--- config.mk ---
export PLATFORM = sky130hd
export DESIGN_NAME = bcd_dpd_pack
export DESIGN_NICKNAME = d
export VERILOG_FILES = /design/src/rtl/bcd_dpd_pack.sv
export SDC_FILE = /design/constraint.sdc
export NUM_CORES = 1
export LEC_CHECK = 0
export ABC_AREA = 1
export BUFFER_PORTS_ARGS = -buffer_cell sky130_fd_sc_hd__buf_2
export CELL_PAD_IN_SITES_DETAIL_PLACEMENT = 0
export CELL_PAD_IN_SITES_GLOBAL_PLACEMENT = 1
export CORE_ASPECT_RATIO = 2
export CORE_MARGIN = 8
export CORE_UTILIZATION = 28
export DETAILED_ROUTE_END_ITERATION = 12
export PLACE_DENSITY_LB_ADDON = 0.15
export SLEW_MARGIN = 20
export SYNTH_ARGS = -nofsm -noshare
export SYNTH_HDL_FRONTEND = slang
export SYNTH_SLANG_ARGS = --single-unit
--- constraint.sdc ---
create_clock -name clk -period 1 [get_ports clk]
set_input_delay 0.1 -clock clk [delete_from_list [all_inputs] [get_ports clk]]
set_output_delay 0.1 -clock clk [all_outputs]
set_load 0.02 [all_outputs]
--- src/rtl/bcd_dpd_pack.sv ---
module bcd_dpd_pack #(
  parameter int WORDS  = 2,
  parameter int WORD_W = 32,
  parameter int DIGITS = 6
) (
  input  logic                      clk,
  input  logic                      rst,
  input  logic                      in_valid,
  input  logic [WORDS*WORD_W-1:0]   in_data,
  output logic                      out_valid,
  output logic [WORDS*WORD_W-1:0]   out_data
);
  localparam int DATA_W = WORDS * WORD_W;
  localparam int TRIPS  = DIGITS / 3;
  localparam int BCD_W  = 4 * DIGITS;
  localparam int PACK_W = 10 * TRIPS;

  function automatic logic [3:0] fix_digit(input logic [3:0] d);
    return (d > 4'd9) ? (d & 4'b1001) : d;
  endfunction

  function automatic logic [9:0] declet(input logic [3:0] h, input logic [3:0] t,
                                        input logic [3:0] u);
    logic [9:0] r;
    case ({h[3], t[3], u[3]})
      3'b000:  r = {h[2:0], t[2:0], 1'b0, u[2:0]};
      3'b001:  r = {h[2:0], t[2:0], 1'b1, 2'b00, u[0]};
      3'b010:  r = {h[2:0], u[2:1], t[0], 1'b1, 2'b01, u[0]};
      3'b100:  r = {u[2:1], h[0], t[2:0], 1'b1, 2'b10, u[0]};
      3'b110:  r = {u[2:1], h[0], 2'b00, t[0], 1'b1, 2'b11, u[0]};
      3'b101:  r = {t[2:1], h[0], 2'b01, t[0], 1'b1, 2'b11, u[0]};
      3'b011:  r = {h[2:0], 2'b10, t[0], 1'b1, 2'b11, u[0]};
      default: r = {2'b00, h[0], 2'b11, t[0], 1'b1, 2'b11, u[0]};
    endcase
    return r;
  endfunction

  logic [DATA_W-1:0] packed_nxt;

  for (genvar w = 0; w < WORDS; w++) begin : g_word
    localparam int IB = w * WORD_W;
    logic unused_hi;
    assign unused_hi = ^in_data[IB+BCD_W +: WORD_W-BCD_W];
    assign packed_nxt[IB+PACK_W +: WORD_W-PACK_W] = '0;
    for (genvar j = 0; j < TRIPS; j++) begin : g_trip
      assign packed_nxt[IB+10*j +: 10] =
        declet(fix_digit(in_data[IB+12*j+8 +: 4]),
               fix_digit(in_data[IB+12*j+4 +: 4]),
               fix_digit(in_data[IB+12*j   +: 4]));
    end
  end

  always_ff @(posedge clk) begin
    if (rst) begin
      out_valid <= 1'b0;
      out_data  <= '0;
    end else begin
      out_valid <= in_valid;
      if (in_valid) out_data <= packed_nxt;
    end
  end
endmodule

==> reports/qor.yml, run 1 <==
viasPerCell: 4.427
grt_usage: 0.1188
yosysWarnings: 0
start_util: 0.2873
synth_top_cell_area_share: 0.3961
final-seq-area_um2: 820.8
synth_top_family_by_area: "simple AND/OR/NAND/NOR gates"
rows: 44
yosys.area_share.simple: 0.2754
dp_slack_ns: 0.1010
fin_ws_ns: 0.09027
period_minus_slack_ns: 0.9097
cts_tree: "done"
critical_path.max_stage_delay_ns: 0.35
multi_input_area_um2: 984.7
ant_nets: 0
dr.first_iter.drc_count: 61
crit_type: "reg2out"
post-route-util: 0.3723
worstSetupEndpointType: "output pin"
cts_hold_buf: 0
ctsResizeCount: 0
place.gp.congestion: 0.7860
antenna_cells: 0
core_area_mm2: 0.007212
drt-pass1-iter-count: 4
die_y_um: 137.7
setup_viol: 0
cp_data_arrival_time_ns: 0.81
postCtsSetupBuffers: 0
seq_area_frac_synth: 0.3961
rsz0062_at_grt: "false"
dieWidth_um: 76.83
clock-sinks: 41
clockBufferDepth: 2
ys_types: 19
dpl.hpwl_um: 5022
clk_latency_ns: 0.28
synthCells: 306
synth_edf_count: 0
nets: 461
p_leak_nw: 1.408
synthTopCellsByArea: "dfxtp_1 (40%), buf_4 (9.8%), nand2_1 (9.4%)"
vias: 2156
crit_buf_inv: 1
syn_avg_cell_area_um2: 6.771
post_route_cells_drive_above_1_share: 0.2633
timing.hold.ws_ns: 0.04206
synth_flop_cell: "dfxtp_1"
final.setup_skew_ns: 0
synth_top_cell_by_area: "dfxtp_1"
num_io_pins: 132
critPathSlowestCell: "dfxtp_1"
tns_ns: 0
cap_violations: 0
io_buffers: 91
start_kind: "flip-flop"
crit_required_ns: 0.90
maxSlewViolCount: 0
ys_seq_elements: 41
synth_most_common_cell: "nand2_1"
final_hold_viol_count: 0
htree_levels: 2
timing.fmax_mhz: 1099
drc: 0
period_share: 0.9097
status: "completed"
fillers: 816
wl_um: 6450
irDropWorstVdd_mv: 0.7011
synthAdderAreaFrac: 0
crit_chain: "buf_2"
synth-xor-area-share: 0
area_growth_pct: 29.59
grt_pass1_wl_um: 10020
cts_inserted_buffers: 5
cellPowerDensity_mw_per_mm2: 1567
netlist_area_mm2: 0.002072
hold_path.class: "in2reg"
grt_pass1_vias: 2094
path_delay_family: "flip-flops"
antenna_found_initial: 0
synth.area.mux_share: 0
root_buffer: "clkbuf_16"
ys_async_sr_fraction: 0
clkTransAtPathRegs_ns: 0.06
synthTopCellsByCount: "nand2_1 (52), nor2_1 (51), dfxtp_1 (41), o21ai_0 (31)"
grt_max_degree: 35
routedWlPerCell_um: 13.24
crit_fanout: 2
die-area_mm2: 0.01058
grt_overflow_total: 0
synth_compound_area_frac: 0.1564
==> report_power, final <==
| group | switching, mW | total (mW) | internal (mW) |
|---|---|---|---|
| sequential | 0.0506 | 1.80 | 1.75 |
| combinational | 0.582 | 0.879 | 0.297 |
| clock | 0.599 | 1.53 | 0.928 |
| total | 1.23 | 4.21 | 2.98 |
==> cells by family after synthesis <==
group / after synthesis
flip-flops: 41
other: 1
buffers and inverters: 64
AO/OA/AOI/OAI: 62
AND/OR/NAND/NOR: 138
==> metal layers <==
layer / GRT usage / share of wire
met2: 0.2181 / 0.53
met3: 0.04248 / 0.070
met4: 0.05172 / 0.017
met1: 0.1165 / 0.38
met5: 0 / 0
==> area by class of cell <==
class	count	area share
multi-input combinational	224	0.3667
sequential	41	0.3057
timing repair buffer	96	0.1976
clock buffer	8	0.05079
tap	92	0.04287
inverter	26	0.03635
==> state kept, by name, indices dropped and copies added (netlist names) <==
register   cells
out_valid      1
out_data      40
==> metrics by stage <==
step,power [mW],cells,instance area (µm²)
final,4.208,487,2685
after global routing,4.453,487,2685
after CTS,4.277,487,2685
after detailed placement,2.731,479,2549
after global placement,2.726,479,2549
after floorplan,2.446,329,2158
==> cell usage in the layout (no fill, tap or decap), drive strengths merged <==
| master | Yosys | final |
|---|---|---|
| or2 | 1 | 1 |
| conb | 1 | 24 |
| inv | 26 | 26 |
| buf | 35 | 96 |
| nand2 | 52 | 52 |
| dfxtp | 41 | 41 |
| nor3 | 5 | 5 |
| o21ai | 31 | 31 |
| nor2 | 52 | 52 |
| clkbuf | 3 | 8 |
| nand4 | 1 | 1 |
| nand3 | 27 | 27 |
| a21oi | 24 | 24 |
| a41oi | 2 | 2 |
| a31oi | 5 | 5 |
==> final timing paths <==
kind	startpoint	to	slack, ns	depth (start not counted)
worst min register to register	out_data[50]	out_data[50]	0.46	2
worst max-delay path	out_data[1]	out_data[1]	0.09	1
worst max register to register	out_data[48]	out_data[48]	0.34	2
worst min-delay path	in_data[4]	out_data[4]	0.04	3
Note: power is estimated with default switching activity, not from simulation.
==> inputs of run 2 (changes only) <==
--- a/config.mk
+++ b/config.mk
@@ -5,13 +5,13 @@
 export SDC_FILE = /design/constraint.sdc
 export NUM_CORES = 1
 export LEC_CHECK = 0
-export ABC_AREA = 1
+export ABC_AREA = 0
 export BUFFER_PORTS_ARGS = -buffer_cell sky130_fd_sc_hd__buf_2
 export CELL_PAD_IN_SITES_DETAIL_PLACEMENT = 0
 export CELL_PAD_IN_SITES_GLOBAL_PLACEMENT = 1
 export CORE_ASPECT_RATIO = 2
 export CORE_MARGIN = 8
-export CORE_UTILIZATION = 28
+export CORE_UTILIZATION = 30
 export DETAILED_ROUTE_END_ITERATION = 12
 export PLACE_DENSITY_LB_ADDON = 0.15
 export SLEW_MARGIN = 20
==> reports/qor.yml, run 2 <==
crit_buf_inv: 1  # unchanged
irDropWorstVdd_mv: 0.6112  # was 0.7011 mV
ys_types: 37  # was 19
synth_compound_area_frac: 0.1903  # was 0.1564
status: "completed"  # unchanged
ys_seq_elements: 41  # unchanged
synth_top_family_by_area: "simple AND/OR/NAND/NOR gates"  # unchanged
grt_overflow_total: 0  # unchanged
wl_um: 6186  # was 6450 µm
start_util: 0.3081  # was 0.2873
dpl.hpwl_um: 5084  # was 5022 µm
top_register: "out_data"  # unchanged
rsz0062_at_grt: "false"  # unchanged
grt_pass1_wl_um: 9653  # was 10020 µm
start_kind: "flip-flop"  # unchanged
timing.fmax_mhz: 1099  # about the same
synth_top_cell_by_area: "dfxtp_1"  # unchanged
worstSetupEndpointType: "output pin"  # unchanged
synthTopCellsByCount: "dfxtp_1 (41), nor2_1 (35), buf_4 (26), nand2_1 (15), mux2i_1 (12)"  # was nand2_1 (52), nor2_1 (51), dfxtp_1 (41), o21ai_0 (31)
io_buffers: 91  # unchanged
drc: 0  # unchanged
htree_levels: 2  # unchanged
tns_ns: 0  # unchanged
multi_input_area_mm2: 0.001135  # was 984.7 µm²
rows: 44  # unchanged
seq_area_frac_synth: 0.3694  # was 0.3961
grt_usage: 0.1143  # was 0.1188
netlist_area_mm2: 0.002222  # was 0.002072 mm²
clkTransAtPathRegs_ns: 0.06  # about the same
largest_registers: "out_data (40), out_valid (1)"  # unchanged
report.power.total_mw: 4.469  # was 4.208 mW
area_growth_pct: 25.68  # was 29.59%
path_delay_family: "flip-flops"  # unchanged
dieWidth_um: 76.86  # was 76.83 µm
yosysWarnings: 0  # unchanged
synth_flop_cell: "dfxtp_1"  # unchanged
synthAdderAreaFrac: 0  # unchanged
clock-sinks: 41  # unchanged
clockBufferDepth: 2  # unchanged
setup_viol: 0  # unchanged
clk_latency_ns: 0.27  # was 0.28 ns
synth-xor-area-share: 0  # unchanged
antenna_cells: 0  # unchanged
ctsResizeCount: 0  # unchanged
place_area_mm2: 0.002633  # was 0.002549 mm²
critical_path.max_stage_delay_ns: 0.35  # about the same
ys_async_sr_fraction: 0  # unchanged
root_buffer: "clkbuf_16"  # unchanged
grt_pass1_vias: 2024  # was 2094
antenna_found_initial: 0  # unchanged
crit_required_ns: 0.90  # about the same
nets: 400  # was 461
dr.first_iter.drc_count: 100  # was 61
die_y_um: 137.7  # about the same
place.gp.congestion: 0.7461  # was 0.7860
grt_max_degree: 20  # was 35
cts_tree: "done"  # unchanged
die-area_mm2: 0.01058  # about the same
largest_reg_flops: 40  # unchanged
layout_commonest_cell: "buf_2"  # unchanged
cp_data_arrival_time_ns: 0.81  # about the same
post_route_cells_drive_above_1_share: 0.3754  # was 0.2633
hold_path.class: "in2reg"  # unchanged
layout_common_cells: "buf_2 (91), dfxtp_1 (41), nor2_1 (35)"  # was buf_2 (91), nand2_1 (52), nor2_1 (51)
p_leak_nw: 1.321  # was 1.408 nW
synth_edf_count: 0  # unchanged
viasPerCell: 4.548  # was 4.427
fin_area_mm2: 0.002793  # was 0.002685 mm²
routedWlPerCell_um: 14.56  # was 13.24 µm
final.setup_skew_ns: 0  # unchanged
cellPowerDensity_mw_per_mm2: 1600  # was 1567 mW/mm²
crit_fanout: 2  # unchanged
fillers: 758  # was 816
drt-pass1-iter-count: 4  # unchanged
cap_violations: 0  # unchanged
synth_most_common_cell: "dfxtp_1"  # was nand2_1
cts_hold_buf: 0  # unchanged
final-seq-area_um2: 820.8  # unchanged
syn_avg_cell_area_um2: 9.033  # was 6.771 µm²
critPathSlowestCell: "dfxtp_1"  # unchanged
synth.area.mux_share: 0.05405  # was 0
core_area_mm2: 0.007212  # unchanged
period_share: 0.9102  # was 0.9097
maxSlewViolCount: 0  # unchanged
crit_type: "reg2out"  # unchanged
final_hold_viol_count: 0  # unchanged
crit_chain: "buf_2"  # unchanged
cts_inserted_buffers: 5  # unchanged
postCtsSetupBuffers: 0  # unchanged
period_minus_slack_ns: 0.9102  # was 0.9097 ns
synthTopCellsByArea: "dfxtp_1 (37%), buf_4 (8.8%), nor2_1 (5.9%)"  # was dfxtp_1 (40%), buf_4 (9.8%), nand2_1 (9.4%)
synthCells: 246  # was 306
ant_nets: 0  # unchanged
num_io_pins: 132  # unchanged
vias: 1933  # was 2156
synth_top_cell_area_share: 0.3694  # was 0.3961
yosys.area_share.simple: 0.2258  # was 0.2754
-- run 2: power breakdown --
part	total (mW)	leakage, nW	switching [mW]	internal, mW
Clock	1.76	0.0797	0.598	1.16
Sequential	1.80	0.340	0.0548	1.75
Combinational	0.909	0.902	0.564	0.345
Total	4.47	1.32	1.22	3.25
-- run 2: stage by stage --
stage	setup slack [ns]	hold WS [ns]	utilization	std cells
after floorplan	0.1409	0.2472	-	269
after global placement	0.01221	0.3421	0.3650	418
after detailed placement	-0.0008223	0.3489	0.3650	418
after CTS	0.06925	0.05381	0.3872	425
after global routing	0.05911	0.05601	0.3872	425
final	0.08984	0.05953	0.3872	425
-- run 2: layout make-up --
cell class / count / share of cell area
inverters: 5 / 0.006720
clock buffers: 5 / 0.04480
well taps: 92 / 0.04122
clock inverters: 2 / 0.01254
flip-flops and latches: 41 / 0.2939
repair buffers: 101 / 0.1944
multi-input cells: 179 / 0.4064
-- run 2: path summary, 6_finish.rpt --
check / start / cells after the start / to / slack, ns
setup / recovery: out_data[43] / 1 / out_data[43] / 0.09
hold / removal: in_data[20] / 3 / out_data[17] / 0.06
setup reg to reg: out_data[16] / 2 / out_data[16] / 0.32
hold reg to reg: out_data[41] / 1 / out_data[41] / 0.47
-- run 2: layer usage --
layer  GRT usage  share of wire  up-vias  wire [µm]
met4     0.05496          0.014        0         87
met3     0.04052          0.063        5        388
met2      0.2162           0.55       68       3402
met5           0              0        -          0
met1      0.1054           0.37      877       2308
li1            -              -      983          -
-- run 2: cells by family (layout without fill, tap and decap cells) --
kind of cell | after synthesis | count (layout)
compound gates | 47 | 47
buf+inv | 49 | 113
mux | 12 | 12
other cells | 1 | 24
flops | 41 | 41
simple gates | 96 | 96
